File: src/rtl/txdma_pkg.sv
// Package: shared encodings and field positions for the transmit DMA
// channel control block. Assumes a 32-bit register word.
package txdma_pkg;

    typedef enum logic [1:0] {
        MODE_OFF       = 2'b00,
        MODE_PAUSE_EOF = 2'b01,
        MODE_RUN       = 2'b10,
        MODE_RSVD      = 2'b11
    } run_mode_e;

    typedef enum logic [1:0] {
        IRQ_NONE    = 2'b00,
        IRQ_EVERY   = 2'b01,
        IRQ_ON_FLAG = 2'b10,
        IRQ_RSVD    = 2'b11
    } irq_mode_e;

    localparam int MODE_LSB      = 30;
    localparam int IRQ_LSB       = 20;
    localparam int CREDIT_EN_BIT = 3;
    localparam logic [31:0] CFG_WMASK = 32'hC030_0008;

    localparam int EMPTY_LSB  = 24;
    localparam int NOPEND_LSB = 16;

endpackage

File: src/rtl/txdma_chan.sv
// Module: one transmit DMA channel. It holds the channel's configuration word
// and credit counter, tracks whether a frame is in progress, gates the
// datapath request wish into a granted request and produces a one-cycle
// interrupt pulse per qualifying end-of-descriptor event.
// Assumes: the write strobes are one cycle wide; eof/desc_done are pulses.
module txdma_chan
    import txdma_pkg::*;
#(
    parameter int CREDIT_W = 8
) (
    input  logic                clk,
    input  logic                rst_n,
    input  logic                cfg_we,
    input  logic [31:0]         cfg_wdata,
    input  logic                crd_we,
    input  logic [CREDIT_W-1:0] crd_wdata,
    input  logic                want,
    input  logic                eof,
    input  logic                desc_done,
    input  logic                desc_flag,
    output logic [31:0]         cfg_q,
    output logic [CREDIT_W-1:0] credit_q,
    output logic                req,
    output logic                active,
    output logic                in_frame_q,
    output logic                irq_pulse
);

    run_mode_e mode;
    irq_mode_e imode;

    // Decode the stored mode fields.
    always_comb begin
        mode  = run_mode_e'(cfg_q[MODE_LSB +: 2]);
        imode = irq_mode_e'(cfg_q[IRQ_LSB +: 2]);
    end

    // Running state and request gating.
    always_comb begin
        active = (mode == MODE_RUN) || ((mode == MODE_PAUSE_EOF) && in_frame_q);
        req    = active && cfg_q[CREDIT_EN_BIT] && want && (credit_q != '0);
    end

    // Interrupt pulse selection by interrupt mode.
    always_comb begin
        irq_pulse = desc_done &&
                    ((imode == IRQ_EVERY) || ((imode == IRQ_ON_FLAG) && desc_flag));
    end

    // Configuration word: only the defined fields are stored.
    always_ff @(posedge clk) begin
        if (!rst_n)      cfg_q <= '0;
        else if (cfg_we) cfg_q <= cfg_wdata & CFG_WMASK;
    end

    // Credit counter: a load wins over a grant decrement.
    always_ff @(posedge clk) begin
        if (!rst_n)      credit_q <= '0;
        else if (crd_we) credit_q <= crd_wdata;
        else if (req)    credit_q <= credit_q - 1'b1;
    end

    // Frame tracking: opened by a grant, closed by eof, dropped when stopped.
    always_ff @(posedge clk) begin
        if (!rst_n)                                      in_frame_q <= 1'b0;
        else if ((mode == MODE_OFF) || (mode == MODE_RSVD)) in_frame_q <= 1'b0;
        else if (eof)                                    in_frame_q <= 1'b0;
        else if (req)                                    in_frame_q <= 1'b1;
    end

    AST_GRANT_USES_CREDIT: assert property (@(posedge clk) disable iff (!rst_n)
        (req && !crd_we) |=> (credit_q == CREDIT_W'($past(credit_q) - 1'b1)))
        else $error("grant did not consume one credit");

    AST_CREDIT_HOLD: assert property (@(posedge clk) disable iff (!rst_n)
        (!req && !crd_we) |=> $stable(credit_q))
        else $error("credit changed without grant or load");

    AST_PAUSE_AT_EOF: assert property (@(posedge clk) disable iff (!rst_n)
        ((mode == MODE_PAUSE_EOF) && eof && !cfg_we) |=> !active)
        else $error("channel still active after eof in deferred pause");

endmodule

File: src/rtl/txdma_status.sv
// Module: shared idle status word and sticky interrupt causes. It packs the
// per-channel buffers-empty and no-pending-request flags into one word and
// keeps one write-one-to-clear cause bit per channel.
// Assumes: NUM_CH <= 8 so both flag groups fit their byte lanes.
module txdma_status
    import txdma_pkg::*;
#(
    parameter int NUM_CH = 8
) (
    input  logic              clk,
    input  logic              rst_n,
    input  logic [NUM_CH-1:0] irq_pulse,
    input  logic              clr_we,
    input  logic [NUM_CH-1:0] clr_mask,
    input  logic [NUM_CH-1:0] req,
    input  logic [NUM_CH-1:0] buf_empty,
    output logic [31:0]       stat_word,
    output logic [NUM_CH-1:0] cause_q,
    output logic              irq_out
);

    logic [NUM_CH-1:0] clr_eff;

    // Pack both idle flag groups into the shared word.
    always_comb begin
        stat_word = '0;
        for (int n = 0; n < NUM_CH; n++) begin
            stat_word[EMPTY_LSB + n]  = buf_empty[n];
            stat_word[NOPEND_LSB + n] = ~req[n];
        end
    end

    // Clear mask applies only on a cause-word write.
    always_comb clr_eff = clr_we ? clr_mask : '0;

    // Sticky causes: a new pulse wins over a clear in the same cycle.
    always_ff @(posedge clk) begin
        if (!rst_n) cause_q <= '0;
        else        cause_q <= (cause_q & ~clr_eff) | irq_pulse;
    end

    // Single host interrupt line.
    always_comb irq_out = |cause_q;

    AST_IRQ_STICKY: assert property (@(posedge clk) disable iff (!rst_n)
        (irq_out && !clr_we) |=> irq_out)
        else $error("interrupt dropped without a clear");

    AST_SET_WINS: assert property (@(posedge clk) disable iff (!rst_n)
        (|irq_pulse) |=> ((cause_q & $past(irq_pulse)) == $past(irq_pulse)))
        else $error("cause pulse lost");

endmodule

File: src/rtl/txdma_chan_ctrl.sv
// Module: top of the transmit DMA channel control block. It decodes the
// register address space (channel words on a fixed stride, then the shared
// status and cause words), instantiates one channel per index and the shared
// status logic, and drives the combinational read data.
// Assumes: NUM_CH is a power of two, at least 2; the channel span is below
// STAT_ADDR.
module txdma_chan_ctrl
    import txdma_pkg::*;
#(
    parameter int              NUM_CH     = 8,
    parameter int              ADDR_W     = 9,
    parameter int              CREDIT_W   = 8,
    parameter int              STRIDE_LG2 = 5,
    parameter logic [ADDR_W-1:0] STAT_ADDR  = 9'h100,
    parameter logic [ADDR_W-1:0] CAUSE_ADDR = 9'h104
) (
    input  logic              clk,
    input  logic              rst_n,
    input  logic              reg_we,
    input  logic [ADDR_W-1:0] reg_addr,
    input  logic [31:0]       reg_wdata,
    output logic [31:0]       reg_rdata,
    input  logic [NUM_CH-1:0] ch_want,
    input  logic [NUM_CH-1:0] ch_buf_empty,
    input  logic [NUM_CH-1:0] ch_eof,
    input  logic [NUM_CH-1:0] ch_desc_done,
    input  logic [NUM_CH-1:0] ch_desc_irq,
    output logic [NUM_CH-1:0] ch_req,
    output logic [NUM_CH-1:0] ch_active,
    output logic              irq
);

    localparam int CH_IDX_W = $clog2(NUM_CH);
    localparam logic [ADDR_W-1:0] CH_SPAN = ADDR_W'(NUM_CH << STRIDE_LG2);
    localparam logic [STRIDE_LG2-1:0] OFS_CFG = STRIDE_LG2'(0);
    localparam logic [STRIDE_LG2-1:0] OFS_CRD = STRIDE_LG2'(4);
    localparam logic [STRIDE_LG2-1:0] OFS_BUF = STRIDE_LG2'(8);

    logic                  in_ch;
    logic [CH_IDX_W-1:0]   ch_sel;
    logic [STRIDE_LG2-1:0] sub;
    logic [NUM_CH-1:0]     cfg_we, crd_we, in_frame, irq_pulse, cause;
    logic [31:0]           cfg_arr [NUM_CH];
    logic [CREDIT_W-1:0]   crd_arr [NUM_CH];
    logic [31:0]           stat_word;
    logic                  cause_we;

    // Address split into channel index and offset within the stride.
    always_comb begin
        in_ch    = reg_addr < CH_SPAN;
        ch_sel   = reg_addr[STRIDE_LG2 +: CH_IDX_W];
        sub      = reg_addr[STRIDE_LG2-1:0];
        cause_we = reg_we && (reg_addr == CAUSE_ADDR);
    end

    for (genvar n = 0; n < NUM_CH; n++) begin : g_ch
        // Per-channel write strobes.
        assign cfg_we[n] = reg_we && in_ch && (ch_sel == CH_IDX_W'(n)) && (sub == OFS_CFG);
        assign crd_we[n] = reg_we && in_ch && (ch_sel == CH_IDX_W'(n)) && (sub == OFS_CRD);

        txdma_chan #(.CREDIT_W(CREDIT_W)) chan_i (
            .clk        (clk),
            .rst_n      (rst_n),
            .cfg_we     (cfg_we[n]),
            .cfg_wdata  (reg_wdata),
            .crd_we     (crd_we[n]),
            .crd_wdata  (reg_wdata[CREDIT_W-1:0]),
            .want       (ch_want[n]),
            .eof        (ch_eof[n]),
            .desc_done  (ch_desc_done[n]),
            .desc_flag  (ch_desc_irq[n]),
            .cfg_q      (cfg_arr[n]),
            .credit_q   (crd_arr[n]),
            .req        (ch_req[n]),
            .active     (ch_active[n]),
            .in_frame_q (in_frame[n]),
            .irq_pulse  (irq_pulse[n])
        );
    end

    txdma_status #(.NUM_CH(NUM_CH)) status_i (
        .clk       (clk),
        .rst_n     (rst_n),
        .irq_pulse (irq_pulse),
        .clr_we    (cause_we),
        .clr_mask  (reg_wdata[NUM_CH-1:0]),
        .req       (ch_req),
        .buf_empty (ch_buf_empty),
        .stat_word (stat_word),
        .cause_q   (cause),
        .irq_out   (irq)
    );

    // Read data multiplexer; unmapped addresses return zero.
    always_comb begin
        reg_rdata = '0;
        if (in_ch) begin
            case (sub)
                OFS_CFG: reg_rdata = cfg_arr[ch_sel];
                OFS_CRD: reg_rdata = 32'(crd_arr[ch_sel]);
                OFS_BUF: reg_rdata = {29'b0, ch_buf_empty[ch_sel],
                                      in_frame[ch_sel], ch_active[ch_sel]};
                default: reg_rdata = '0;
            endcase
        end else if (reg_addr == STAT_ADDR) begin
            reg_rdata = stat_word;
        end else if (reg_addr == CAUSE_ADDR) begin
            reg_rdata = 32'(cause);
        end
    end

    AST_STOP_QUIETS: assert property (@(posedge clk) disable iff (!rst_n)
        (cfg_we[0] && (reg_wdata[MODE_LSB +: 2] == 2'b00)) |=> !ch_req[0])
        else $error("channel 0 requested after stop");

endmodule

File: config.mk
export PLATFORM = sky130hd
export DESIGN_NAME = txdma_chan_ctrl
export DESIGN_NICKNAME = d
export VERILOG_FILES = /design/src/rtl/txdma_pkg.sv /design/src/rtl/txdma_chan.sv /design/src/rtl/txdma_status.sv /design/src/rtl/txdma_chan_ctrl.sv
export SDC_FILE = /design/constraint.sdc
export NUM_CORES = 1
export LEC_CHECK = 0
export BUFFER_PORTS_ARGS = -buffer_cell sky130_fd_sc_hd__buf_2
export CAP_MARGIN = 10
export CORE_MARGIN = 2
export CORE_UTILIZATION = 62
export CTS_BUF_LIST = sky130_fd_sc_hd__clkbuf_2
export DETAILED_ROUTE_END_ITERATION = 8
export HOLD_SLACK_MARGIN = 0.12
export PLACE_DENSITY_LB_ADDON = 0.1
export SYNTH_ARGS = -nofsm -noshare
export SYNTH_HDL_FRONTEND = slang
export SYNTH_HIERARCHICAL = 1
export SYNTH_SLANG_ARGS = --single-unit
File: constraint.sdc
create_clock -name clk -period 4.2 [get_ports clk]
set_clock_uncertainty 0.2 [all_clocks]
set_input_delay 1.26 -clock clk [delete_from_list [all_inputs] [get_ports clk]]
set_output_delay 1.26 -clock clk [all_outputs]
set_load 0.01 [all_outputs]
==> results of run 1 <==
==> synth_stat cells (all sizes together) (9+ instances only) <==
master   count
o31ai       16
or4         25
clkbuf      32
and2         9
nand2       22
o21ai       80
a31oi       48
dfxtp      120
nor4        11
inv         64
o2bb2ai     24
or2         10
mux2i      141
ha          32
conb         9
nand2b      10
nor2b       42
nor3        13
nand3       32
mux4        58
o2111ai     17
or3         24
buf        267
a22oi       28
nor2        49
==> through the flow <==
step | TNS (ns) | instance area (µm²) | util (%) | hold slack [ns] | total power, mW
detailed placement | -0.701 | 11800 | 63.2 | 0.312 | 1.54
CTS | 0 | 12000 | 64.4 | 0.340 | 2.25
finish | -0.0375 | 12100 | 65.0 | 0.335 | 2.27
global route | -0.0777 | 12100 | 65.0 | 0.355 | 2.36
global placement | -0.656 | 11800 | 63.2 | 0.305 | 1.54
floorplan | 0 | 12600 | - | 0.285 | 1.58
==> worst max path at each step <==
stage           startpoint       endpoint  slack, ns  cells past startpoint
2_1_floorplan  reg_addr[5]  reg_rdata[20]       0.18                      6
3_3_place_gp   reg_addr[5]   reg_rdata[1]      -0.14                      6
3_5_place_dp   reg_addr[5]   reg_rdata[1]      -0.14                      6
4_1_cts        reg_addr[5]   reg_rdata[6]      0.002                      6
5_1_grt        reg_addr[3]   reg_rdata[7]      -0.05                      6
6_report       reg_addr[5]   reg_rdata[6]      -0.03                      6
==> cell type report <==
type	count	area, µm²	share of cell area, %
diodes	1	2.50	0.0206
clock buffers	22	110	0.909
clock inverters	10	104	0.857
inverters	64	240	1.98
multi-input cells	1015	7940	65.5
flip-flops and latches	120	2400	19.8
well taps	234	293	2.42
repair buffers	157	1020	8.46
==> cell families after synthesis <==
family | after synthesis | synth area share, %
flip-flops | 120 | 20.5
multiplexers | 199 | 23.2
buffers and inverters | 363 | 19.7
XOR/XNOR | 8 | 0.598
AND/OR/NAND/NOR | 270 | 14.7
AO/OA/AOI/OAI | 274 | 17.6
other | 9 | 0.288
adder cells (fa/ha/maj) | 32 | 3.42
==> critical path: stages <==
cell and delay (ns):
buf_4 0.13, buf_12 0.19, mux4_2 0.57, mux2i_1 0.27, o221ai_1 0.17, buf_2 0.16
==> layer usage <==
| metal | wire length, µm | vias to the layer above | GRT usage, % |
|---|---|---|---|
| li1 | - | 4462 | - |
| met1 | 12800 | 4444 | 40.3 |
| met2 | 14100 | 357 | 48.1 |
| met3 | 2090 | 71 | 5.37 |
| met4 | 1070 | 0 | 12.6 |
| met5 | 0 | - | 0 |
==> registers in the layout (all words and copies together), names as in the netlist <==
| signal | count |
|---|---|
| g_ch.chan_i/in_frame_q | 8 |
| status_i/cause_q | 8 |
| g_ch.chan_i/cfg_q | 40 |
| g_ch.chan_i/credit_q | 64 |
==> what timing repair did <==
action,CTS,global route
endpoints found under the setup margin,11,13
gates resized for setup,4,24
pin swaps,0,6
buffers inserted,0,1
endpoints found under the hold margin,0,0
==> report_power, final <==
| part | internal, mW | switching, mW | total (mW) |
|---|---|---|---|
| clock network | 0.277 | 0.448 | 0.725 |
| logic | 0.187 | 0.216 | 0.404 |
| registers | 1.14 | 0.00138 | 1.14 |
| total | 1.61 | 0.665 | 2.27 |
==> results.toml, run 1 <==
[placement]
place_congestion = 0.928
io_buffers = 104
pre_cts_slack_ns = -0.140
post-dp-hpwl_mm = 22.7
place_inst = 1589

[drt]
drc_errors = 0
wl_per_cell_um = 18.5
routed_wirelength_mm = 30.1
drt_iter0_markers = 685
dr.pass1.iters = 6
final_antenna_net_count = 0
viasPerCell = 5.75
vias = 9334

[worst_hold_path]
hold_path_end = "g_ch[5].chan_i/credit_q[7]"
min-delay-start = "g_ch[5].chan_i/credit_q[7]"
hp-class = "flop to flop"
worstHoldPathCells = 2

[clock_network]
cts.clk_slew.worst_paths_ns = 0.17
cts_root_buffer = "clkbuf_2"
cts_buffer_depth = 2
holdBufCountCts = 0
htreeDepth = 4
clk_latency_ns = 0.70
numCtsBuffers = 17
cts_tree = "yes"
clkSinkCount = 120

[cells_and_area]
layout_common_cells = "conb_1 (232), mux2i_1 (141), dfxtp_1 (120), buf_2 (99), o21ai_0 (80)"
layout_commonest_cell = "conb_1"
fin_cells = 1623
nets = 1491
fillers = 1626
drive_gt1_share_pct = 23.3
area_growth_pct = 3.45

[floorplan]
core_area_um2 = 18600
die_area_um2 = 20000
start_util_pct = 62.8
num_io_pins = 133
rows = 50
die_x_um = 141
die_h_um = 141

[worst_setup_path]
cp-end-kind = "output port"
reg2reg_from = "g_ch[6].chan_i/credit_q[0]"
path_class = "input port to output port"
r2r_slack_ns = 2.07
worst_r2r_endpoint = "g_ch[6].chan_i/credit_q[5]"
r2r_cells = 6
cp_data_arrival_time_ns = 2.77
crit_fanout = 20
start_kind = "input port"
cp.required_ns = 2.74

[synthesis]
ys_async_sr_fraction_pct = 0
ys_ff_latch = 120
yosysUniqueCellTypes = 54
synth_area_leaders = "dfxtp_1 (21%), buf_4 (16%), mux2i_1 (12%), mux4_2 (11%), ha_1 (3.4%)"
yosys_warnings = 6
synth.avg_cell_area_um2 = 9.19
synth_flop_cell = "dfxtp_1"
syn-cell-area_um2 = 11700
seq_area_frac_synth_pct = 20.5
synth_top_area_share_pct = 20.5
synthCells = 1275
synth_edf_count = 0
synth_top_area_cell = "dfxtp_1"

[flow_run]
cap_violations = 0

[timing]
finalHoldViolCount = 0
setup_ws_ns = -0.0347
setup_viol = 2
period_needed_ns = 4.23
clock.fmax_mhz = 236
rsz0062_at_grt = "true"
relSlewSlack_pct = 50.5
maxSlewViolCount = 0
tightest_slew_ns = 0.739
min_period_over_period_pct = 101

[pwr]
p_per_area_nw_per_um2 = 187
ir_drop_mv = 0.218
leakage_nw = 5.12

[status]
outcome = "complete, but fails checks"
violations = "setup timing"

[grt]
grt_max_degree = 78
grt_pass1_vias = 8531
antenna_found_initial = 1
gr-usage-all-layers_pct = 30.1
grt_overflow = 0
grt_pass1_wl_mm = 46.3
Power figures use the tool's default switching activity.
==> run 2, diff against run 1 <==
--- a/config.mk
+++ b/config.mk
@@ -5,14 +5,15 @@
 export SDC_FILE = /design/constraint.sdc
 export NUM_CORES = 1
 export LEC_CHECK = 0
-export BUFFER_PORTS_ARGS = -buffer_cell sky130_fd_sc_hd__buf_2
 export CAP_MARGIN = 10
 export CORE_MARGIN = 2
-export CORE_UTILIZATION = 62
+export CORE_UTILIZATION = 49
 export CTS_BUF_LIST = sky130_fd_sc_hd__clkbuf_2
 export DETAILED_ROUTE_END_ITERATION = 8
+export DONT_BUFFER_PORTS = 1
 export HOLD_SLACK_MARGIN = 0.12
 export PLACE_DENSITY_LB_ADDON = 0.1
+export SLEW_MARGIN = 20
 export SYNTH_ARGS = -nofsm -noshare
 export SYNTH_HDL_FRONTEND = slang
 export SYNTH_HIERARCHICAL = 1
==> run 2 against run 1 <==
  * Register-to-register slack worse by 0.03 ns
  * Routed wire length rose by 1.9%
  * Combinational power down 42%
  * Die area increased by 26%
  * The flow now finishes without violations
  * Utilization decreased by 16 points
  * Clock power down 3.4%
  * Non-clock buffer count fell by 120
  * Largest power group unchanged
  * Cell count down 2.3%
  * Sequential share of layout area up 1.3 points
  * Worst setup slack better by 0.15 ns
  * Critical endpoint is now reg_rdata[4]
  * Global-route usage is 5.4 points lower
==> results.toml, run 2 (same netlist as run 1, synthesis figures left out) <==
[floorplan]
num_io_pins = 133
start_util_pct = 49.9
die_x_um = 159
die_area_um2 = 25200
die_h_um = 159
rows = 56
core_area_um2 = 23500

[placement]
io_buffers = 0
post-dp-hpwl_mm = 22.2
placed_cell_area_um2 = 11200
pre_cts_slack_ns = 0.0952
place_congestion = 0.824

[worst_setup_path]
crit_end = "reg_rdata[4]"
cp.depth = 5
path_buf_inv = 1
cp.required_ns = 2.74
critPathSlowestCell = "or4_4"
cp_cell_sequence = "or4_4 > nor3b_4 > nand3_1 > o221ai_1 > buf_4"
reg2reg_from = "g_ch[1].chan_i/cfg_q[30]"
cp_data_arrival_time_ns = 2.62
worst_r2r_endpoint = "g_ch[1].chan_i/credit_q[5]"
cp-end-kind = "output port"
startpoint = "reg_addr[4]"
cpPeakStageDelay_ns = 0.55
crit_fanout = 7
cp_top_family = "simple AND/OR/NAND/NOR gates"
path_class = "input port to output port"
start_kind = "input port"
r2r_slack_ns = 2.04
r2r_cells = 5

[drt]
drt_iter0_markers = 622
drc_errors = 0
wl_per_cell_um = 19.3
final_antenna_net_count = 0
dr.pass1.iters = 5
routed_wirelength_mm = 30.7
viasPerCell = 5.49
vias = 8707

[cells_and_area]
final_area_um2 = 11400
area_growth_pct = -2.73
layout_common_cells = "conb_1 (232), mux2i_1 (141), dfxtp_1 (118), o21ai_0 (80), inv_1 (64)"
nets = 1371
layout_commonest_cell = "conb_1"
largestRegisters = "g_ch.chan_i/credit_q (64), g_ch.chan_i/cfg_q (40)"
drive_gt1_share_pct = 15.1
largest_reg_flops = 64
regMostFlops = "g_ch.chan_i/credit_q"

[clock_network]
holdBufCountCts = 0
cts_buffer_depth = 2
cts_setup_buffers = 0
numCtsBuffers = 17
cts_root_buffer = "clkbuf_2"
cts.clk_slew.worst_paths_ns = 0.18
clkSinkCount = 120
cts_tree = "yes"
clk_latency_ns = 0.72
htreeDepth = 4
post_cts_resized = 1

[timing]
finalHoldViolCount = 0
relSlewSlack_pct = 54.6
setup_tns_ns = 0
setup_ws_ns = 0.118
holdWs_ns = 0.336
rsz0062_at_grt = "false"
tightest_slew_ns = 0.678
clock.fmax_mhz = 245
period_needed_ns = 4.08
maxSlewViolCount = 0
setup_viol = 0
min_period_over_period_pct = 97.2

[pwr]
ir_drop_mv = 0.124
p_per_area_nw_per_um2 = 182
fin_total_pwr_mw = 2.08
leakage_nw = 4.51

[flow_run]
cap_violations = 0

[status]
outcome = "complete, no violations"

[grt]
grt_overflow = 0
grt_pass1_wl_mm = 46.6
grt_max_degree = 137
gr-usage-all-layers_pct = 24.7
grt_pass1_vias = 7914
antenna_found_initial = 2

[worst_hold_path]
hp-class = "flop to flop"
==> run 2: cell types whose count changed in the layout (fill, tap and decap cells not counted), moves of 3 or more <==
cell,delta
buf_2,-99
buf_4,-13
buf_12,-5
a21o_1,-4
a21o_2,+4
a22oi_1,+4
a22oi_2,-4
clkinv_2,-3
nor2_1,+3
o221ai_1,+3
o221ai_2,-3
==> run 2: worst min path at each step <==
stage          cells past startpoint  slack (ns)                  startpoint                         end
2_1_floorplan                      2        0.28  g_ch[0].chan_i/credit_q[7]  g_ch[0].chan_i/credit_q[7]
3_3_place_gp                       2        0.31  g_ch[0].chan_i/credit_q[7]  g_ch[0].chan_i/credit_q[7]
3_5_place_dp                       2        0.31  g_ch[0].chan_i/credit_q[7]  g_ch[0].chan_i/credit_q[7]
4_1_cts                            2        0.33  g_ch[0].chan_i/credit_q[7]  g_ch[0].chan_i/credit_q[7]
5_1_grt                            1        0.36                reg_wdata[5]         status_i/cause_q[5]
6_report                           2        0.34  g_ch[6].chan_i/credit_q[7]  g_ch[6].chan_i/credit_q[7]
==> run 2: metrics by stage <==
| stage | util (%) | cells |
|---|---|---|
| after floorplan | - | 1498 |
| after global placement | 47.6 | 1555 |
| after detailed placement | 47.6 | 1555 |
| after CTS | 48.4 | 1583 |
| after global routing | 48.5 | 1585 |
| final | 48.5 | 1585 |
==> run 2: cell type report <==
type | instances | area, µm²
antenna | 2 | 5.00
clock buffer | 21 | 105
clock inverter | 7 | 81.3
fill | 2314 | 12100
inverter | 64 | 240
multi-input combinational | 1015 | 7870
sequential | 120 | 2400
tap | 319 | 399
timing repair buffer | 37 | 290
==> run 2: power breakdown <==
part / switching [mW] / internal, mW / total, mW
registers: 0.00138 / 1.14 / 1.14
logic: 0.0920 / 0.144 / 0.236
clock network: 0.437 / 0.262 / 0.700
==> run 2: tightest hold or removal path, cell delays in order, from the launching register on <==
cell     delay, ns
dfxtp_1       0.37
o21ai_0       0.07
a31oi_1       0.08
==> run 2: routing by layer <==
layer  share of wire (%)  GRT usage [%]  wire, µm  up-vias
li1                    -              -         -     4230
met1                  45           33.4     13800     4217
met2                  47           39.7     14300      229
met3                 6.5           5.50      2010       31
met4                 1.7           6.52       529        0
met5                   0              0         0        -
